$ cat config.mk
export PLATFORM = sky130hd
export DESIGN_NAME = pwr_wake_ctl
export DESIGN_NICKNAME = d
export VERILOG_FILES = /design/src/rtl/pwc_pkg.sv /design/src/rtl/pwc_sync.sv /design/src/rtl/pwc_edge.sv /design/src/rtl/pwc_status.sv /design/src/rtl/pwr_wake_ctl.sv
export SDC_FILE = /design/constraint.sdc
export NUM_CORES = 1
export LEC_CHECK = 0
export BUFFER_PORTS_ARGS = -buffer_cell sky130_fd_sc_hd__buf_2
export CAP_MARGIN = 20
export CORE_AREA = 3 3 40 42
export DETAILED_ROUTE_END_ITERATION = 7
export DIE_AREA = 0 0 43 45
export MAX_ROUTING_LAYER = met4
export PLACE_DENSITY = 0.63
export SYNTH_ARGS = -nofsm -noshare
export SYNTH_HDL_FRONTEND = slang
export SYNTH_SLANG_ARGS = --single-unit
$ cat constraint.sdc
create_clock -name clk -period 1.8 [get_ports clk]
set_input_delay 0.36 -clock clk [delete_from_list [all_inputs] [get_ports clk]]
set_output_delay 0.36 -clock clk [all_outputs]
set_load 0.02 [all_outputs]
$ cat src/rtl/pwc_pkg.sv
package pwc_pkg;
   localparam int NCAUSE    = 3;
   localparam int CAUSE_PDN = 0;
   localparam int CAUSE_PUP = 1;
   localparam int CAUSE_EVT = 2;
   localparam int PIN_HI    = 0;
   localparam int PIN_EVT   = 1;
endpackage

$ cat src/rtl/pwc_sync.sv
module pwc_sync #(
   parameter int          W      = 2,
   parameter int          STAGES = 2,
   parameter logic [W-1:0] RST_VAL = '0
) (
   input  logic         clk,
   input  logic         rst_n,
   input  logic [W-1:0] d,
   output logic [W-1:0] q
);
   logic [W-1:0] chain [STAGES];

   initial begin
      assert (STAGES >= 2) else $error("pwc_sync needs at least two stages");
      assert (W >= 1) else $error("pwc_sync width must be positive");
   end

   genvar s;
   generate
      for (s = 0; s < STAGES; s++) begin : g_stage
         if (s == 0) begin : g_first
            always_ff @(posedge clk or negedge rst_n)
               if (!rst_n) chain[0] <= RST_VAL;
               else        chain[0] <= d;
         end else begin : g_next
            always_ff @(posedge clk or negedge rst_n)
               if (!rst_n) chain[s] <= RST_VAL;
               else        chain[s] <= chain[s-1];
         end
      end
   endgenerate

   assign q = chain[STAGES-1];
endmodule

$ cat src/rtl/pwc_edge.sv
module pwc_edge #(
   parameter int           W       = 2,
   parameter logic [W-1:0] RST_VAL = '0
) (
   input  logic         clk,
   input  logic         rst_n,
   input  logic [W-1:0] lvl,
   output logic [W-1:0] rise,
   output logic [W-1:0] fall
);
   logic [W-1:0] prev_q;

   always_ff @(posedge clk or negedge rst_n)
      if (!rst_n) prev_q <= RST_VAL;
      else        prev_q <= lvl;

   assign rise = lvl & ~prev_q;
   assign fall = ~lvl & prev_q;
endmodule

$ cat src/rtl/pwc_status.sv
module pwc_status #(
   parameter int N = 3
) (
   input  logic         clk,
   input  logic         rst_n,
   input  logic [N-1:0] set_vec,
   input  logic         clr_stb,
   input  logic [N-1:0] clr_mask,
   output logic [N-1:0] st
);
   initial assert (N >= 1) else $error("pwc_status needs at least one cause");

   genvar i;
   generate
      for (i = 0; i < N; i++) begin : g_bit
         logic clr_i;
         assign clr_i = clr_stb & clr_mask[i];

         always_ff @(posedge clk or negedge rst_n)
            if (!rst_n)          st[i] <= 1'b0;
            else if (set_vec[i]) st[i] <= 1'b1;
            else if (clr_i)      st[i] <= 1'b0;

         assert_set_wins_R5: assert property (@(posedge clk) disable iff (!rst_n)
            set_vec[i] |=> st[i]);
         assert_w1c_R5: assert property (@(posedge clk) disable iff (!rst_n)
            (clr_i && !set_vec[i]) |=> !st[i]);
         assert_sticky_R5: assert property (@(posedge clk) disable iff (!rst_n)
            (st[i] && !clr_i) |=> st[i]);
      end
   endgenerate
endmodule

$ cat src/rtl/pwr_wake_ctl.sv
module pwr_wake_ctl
   import pwc_pkg::*;
#(
   parameter int SYNC_STAGES = 2,
   parameter bit HI_RST      = 1'b1,
   parameter bit EVT_RST     = 1'b0
) (
   input  logic              clk,
   input  logic              rst_n,
   input  logic              ps_hi_n,
   input  logic              ps_lo_evt,
   input  logic              evt_irq_en,
   input  logic [NCAUSE-1:0] irq_mask,
   input  logic              fw_clr_stb,
   input  logic [NCAUSE-1:0] fw_clr_mask,
   input  logic              fw_pmreq_set,
   input  logic              fw_pmreq_clr,
   input  logic              fw_off_set,
   input  logic              fw_off_clr,
   output logic              irq,
   output logic              wake,
   output logic [NCAUSE-1:0] status,
   output logic [1:0]        pwr_state,
   output logic              pm_req,
   output logic              full_off_req
);
   localparam logic [1:0] PIN_RST = {EVT_RST, HI_RST};

   logic [1:0]        pin_raw, pin_s, pin_rise, pin_fall;
   logic [NCAUSE-1:0] cause;
   logic              wake_d, evt_lvl;

   initial assert (SYNC_STAGES >= 2) else $error("SYNC_STAGES must be at least 2");

   assign pin_raw[PIN_HI]  = ps_hi_n;
   assign pin_raw[PIN_EVT] = ps_lo_evt;

   pwc_sync #(.W(2), .STAGES(SYNC_STAGES), .RST_VAL(PIN_RST)) u_sync (
      .clk(clk), .rst_n(rst_n), .d(pin_raw), .q(pin_s));

   pwc_edge #(.W(2), .RST_VAL(PIN_RST)) u_edge (
      .clk(clk), .rst_n(rst_n), .lvl(pin_s), .rise(pin_rise), .fall(pin_fall));

   assign evt_lvl          = pin_s[PIN_EVT];
   assign cause[CAUSE_PDN] = pin_fall[PIN_HI];
   assign cause[CAUSE_PUP] = pin_rise[PIN_HI];
   assign cause[CAUSE_EVT] = evt_irq_en & (pin_rise[PIN_EVT] | pin_fall[PIN_EVT]);
   assign wake_d           = cause[CAUSE_PUP] | cause[CAUSE_EVT];

   pwc_status #(.N(NCAUSE)) u_status (
      .clk(clk), .rst_n(rst_n), .set_vec(cause),
      .clr_stb(fw_clr_stb), .clr_mask(fw_clr_mask), .st(status));

   assign irq       = |(status & irq_mask);
   assign pwr_state = {~pin_s[PIN_HI], ~pin_s[PIN_EVT]};

   always_ff @(posedge clk or negedge rst_n)
      if (!rst_n) wake <= 1'b0;
      else        wake <= wake_d;

   always_ff @(posedge clk or negedge rst_n)
      if (!rst_n)                     pm_req <= 1'b0;
      else if (wake_d || fw_pmreq_clr) pm_req <= 1'b0;
      else if (fw_pmreq_set)          pm_req <= 1'b1;

   always_ff @(posedge clk or negedge rst_n)
      if (!rst_n)                      full_off_req <= 1'b0;
      else if (evt_lvl || fw_off_clr)  full_off_req <= 1'b0;
      else if (fw_off_set)             full_off_req <= 1'b1;

   assert_pup_wake_R3: assert property (@(posedge clk) disable iff (!rst_n)
      $rose(pin_s[PIN_HI]) |=> wake);
   assert_pdn_nowake_R2: assert property (@(posedge clk) disable iff (!rst_n)
      (pin_fall[PIN_HI] && !cause[CAUSE_EVT]) |=> !wake);
   assert_evt_gate_R4: assert property (@(posedge clk) disable iff (!rst_n)
      (!evt_irq_en && !pin_rise[PIN_HI]) |=> !wake);
   assert_pmreq_drop_R7: assert property (@(posedge clk) disable iff (!rst_n)
      $rose(wake) |-> !pm_req);
   assert_off_evt_R8: assert property (@(posedge clk) disable iff (!rst_n)
      evt_lvl |=> !full_off_req);
   assert_irq_quiet_R6: assert property (@(posedge clk) disable iff (!rst_n)
      (status == '0) |-> !irq);
endmodule

==> flow_summary.ini <==
[run_status]
status = completed

[timing]
setup_viol_count_final = 0
rsz_0062_raised_after_global_routing = false
setup-tns-final_ps = 0
slew_headroom = 0.821
tightest_slew_ps = 268
fin_ws_ps = 211
final.min_clock_period_ps = 1590
hold_viol_final = 0
fin_skew_ps = 0.434
fin_crit_share = 0.883
max_clock_freq_ghz = 0.629
slew_violations = 0

[floorplan]
core-area_um2 = 1280
die_height_um = 45
floorplan.die.width_um = 43
design.die.area_um2 = 1940
num_io_pins = 25
rows = 13
initial_core_util = 0.322

[logic_synthesis]
yosysWarningCount = 0
ys_ff_latch = 12
synth_area_per_cell_um2 = 14.3
postSynthNetCount = 45
synth.cell_area_um2 = 414
netlist_instances = 29
synth-seq-area-share = 0.734
synthDistinctLibCells = 14

[clock_network]
post-cts-setup-buffers = 0
clock_tree_buf_depth = 2
clock_tree_from_tritoncts = done
cts_max_level = 1
clock_sinks = 12
tritoncts.num_buffers = 3
cts_root_buf = clkbuf_4
worst_setup_hold_path_clk_slew_ps = 70
clock_latency_ps = 260

[finish]
flow.area_growth_from_synthesis_pct = 44.7
nets_final = 75
final_layout_size_suffix_gt1_frac = 0.586
diodes = 0
instances_no_fill = 73

[global_route]
grt_first_pass_wirelength_um = 1220
grt_start_max_net_pins = 13
grt_pass1_vias = 320
grt_use_total = 0.0953
antenna_found_initial = 0
globalRoute.totalOverflow = 0

[critical_path]
critical_path_class = reg2out
worstPathArrival_ps = 1230
sort_of_element_at_the_start_of_the_critical_path = flop
crit_required_ps = 1440
critical_path_peak_fanout = 3
critPathCaptureType = output port

[power_and_ir_drop]
max-vdd-ir-drop_mv = 0.432
cellPowerDensity_nw_per_um2 = 1000
leakage_nw = 0.318

[placement]
finalWeightedCongestion = 0.663
preCtsSetupSlack_ps = 467
port_buffers = 24
place.detailed.instances = 68

[drt]
drt_iter0_markers = 1
drcViolationCount = 0
drt-pass1-iter-count = 4
postRouteAntennaNets = 0
route.detailed.vias_per_inst = 4.44
routed_wire_length_per_instance_um = 10.2
via_count = 324
drt-total-wl_um = 743

[job]
max-cap-violations = 0

[hold_path]
worstHoldPathType = in2reg
==> per-layer routing <==
metal,up-vias,GRT usage,share of wire
met5,-,-,0
met4,0,0.0723,0
li1,158,-,-
met3,0,0.0398,0.16
met2,22,0.144,0.42
met1,144,0.0992,0.42
==> critical path, cell delays in order, from the launching register on <==
cell and delay (ps):
dfrtp_1 410, a222oi_1 330, inv_1 70, buf_2 160
==> registers in the layout, summed over array words and instances, names as in the netlist <==
signal         flops
u_edge.prev_q      2
pm_req             1
full_off_req       1
u_status.st        3
u_sync.chain       2
wake               1
u_sync.q           2
==> cells in the mapped netlist <==
library cell,count,area [um^2]
a21o_1,1,7.51
inv_1,3,11.3
dfrtp_1,9,225
a21o_2,1,8.76
xor2_1,1,8.76
a2111oi_2,1,15.0
nor2b_1,1,6.26
a22o_1,1,8.76
nand2_1,3,11.3
a22o_2,1,10.0
a222oi_1,1,10.0
dfstp_2,3,78.8
nor3_1,1,5.00
nor2_1,2,7.51
==> cells by family after synthesis <==
kind of cell,Yosys count,synth area share
xor gates and xnor gates,1,0.0212
DFF,12,0.734
and+or+nand+nor,7,0.0725
buffers and inverters,3,0.0272
AOI/OAI and AO/OA,6,0.145
==> layout by cell type (no fill, tap or decap) <==
cell type / instances
a2111oi_2: 1
a21o_1: 1
a21o_2: 1
a222oi_1: 1
a22o_1: 1
a22o_2: 1
buf_2: 24
clkbuf_4: 3
clkbuf_8: 1
dfrtp_1: 9
dfstp_2: 3
dlygate4sd3_1: 1
inv_1: 3
nand2_1: 3
nor2_1: 2
nor2b_1: 1
nor3_1: 1
xor2_1: 1
==> report_power, final <==
group / switching [mW] / internal [mW]
Sequential: 0.0124 / 0.292
Clock: 0.0827 / 0.123
Combinational: 0.0507 / 0.0409
Total: 0.146 / 0.456
==> worst paths after layout <==
kind	startpoint	to	slack, ps	cells past startpoint
setup reg to reg	u_sync.q[1]	pm_req	750	2
min in group asynchronous	rst_n	u_sync.chain[3]	480	2
max in group asynchronous	rst_n	u_edge.prev_q[0]	1050	2
setup / recovery	u_status.st[0]	irq	210	3
hold reg to reg	u_sync.chain[3]	u_sync.q[1]	350	0
hold / removal	ps_hi_n	u_sync.chain[2]	190	1
==> per-stage QoR <==
| step | hold slack (ps) | power [mW] | utilization | area [um^2] |
|---|---|---|---|---|
| after floorplan | 64.4 | 0.356 | - | 414 |
| after global placement | 245 | 0.400 | 0.430 | 553 |
| after detailed placement | 248 | 0.401 | 0.430 | 553 |
| after CTS | 172 | 0.616 | 0.466 | 599 |
| after global routing | 166 | 0.640 | 0.466 | 599 |
| final | 187 | 0.602 | 0.466 | 599 |
==> repair_timing <==
item                      CTS  global route
resized for setup           0             0
hold buffers                1             0
hold endpoints to repair    9             0
==> cell type report <==
cell class | count | area [um^2]
fillers | 128 | 686
multi-input cells | 14 | 98.8
inverters | 3 | 11.3
flip-flops and latches | 12 | 304
clock buffers | 4 | 36.3
well taps | 15 | 18.8
repair buffers | 25 | 130
(Power assumes the default switching activity.)
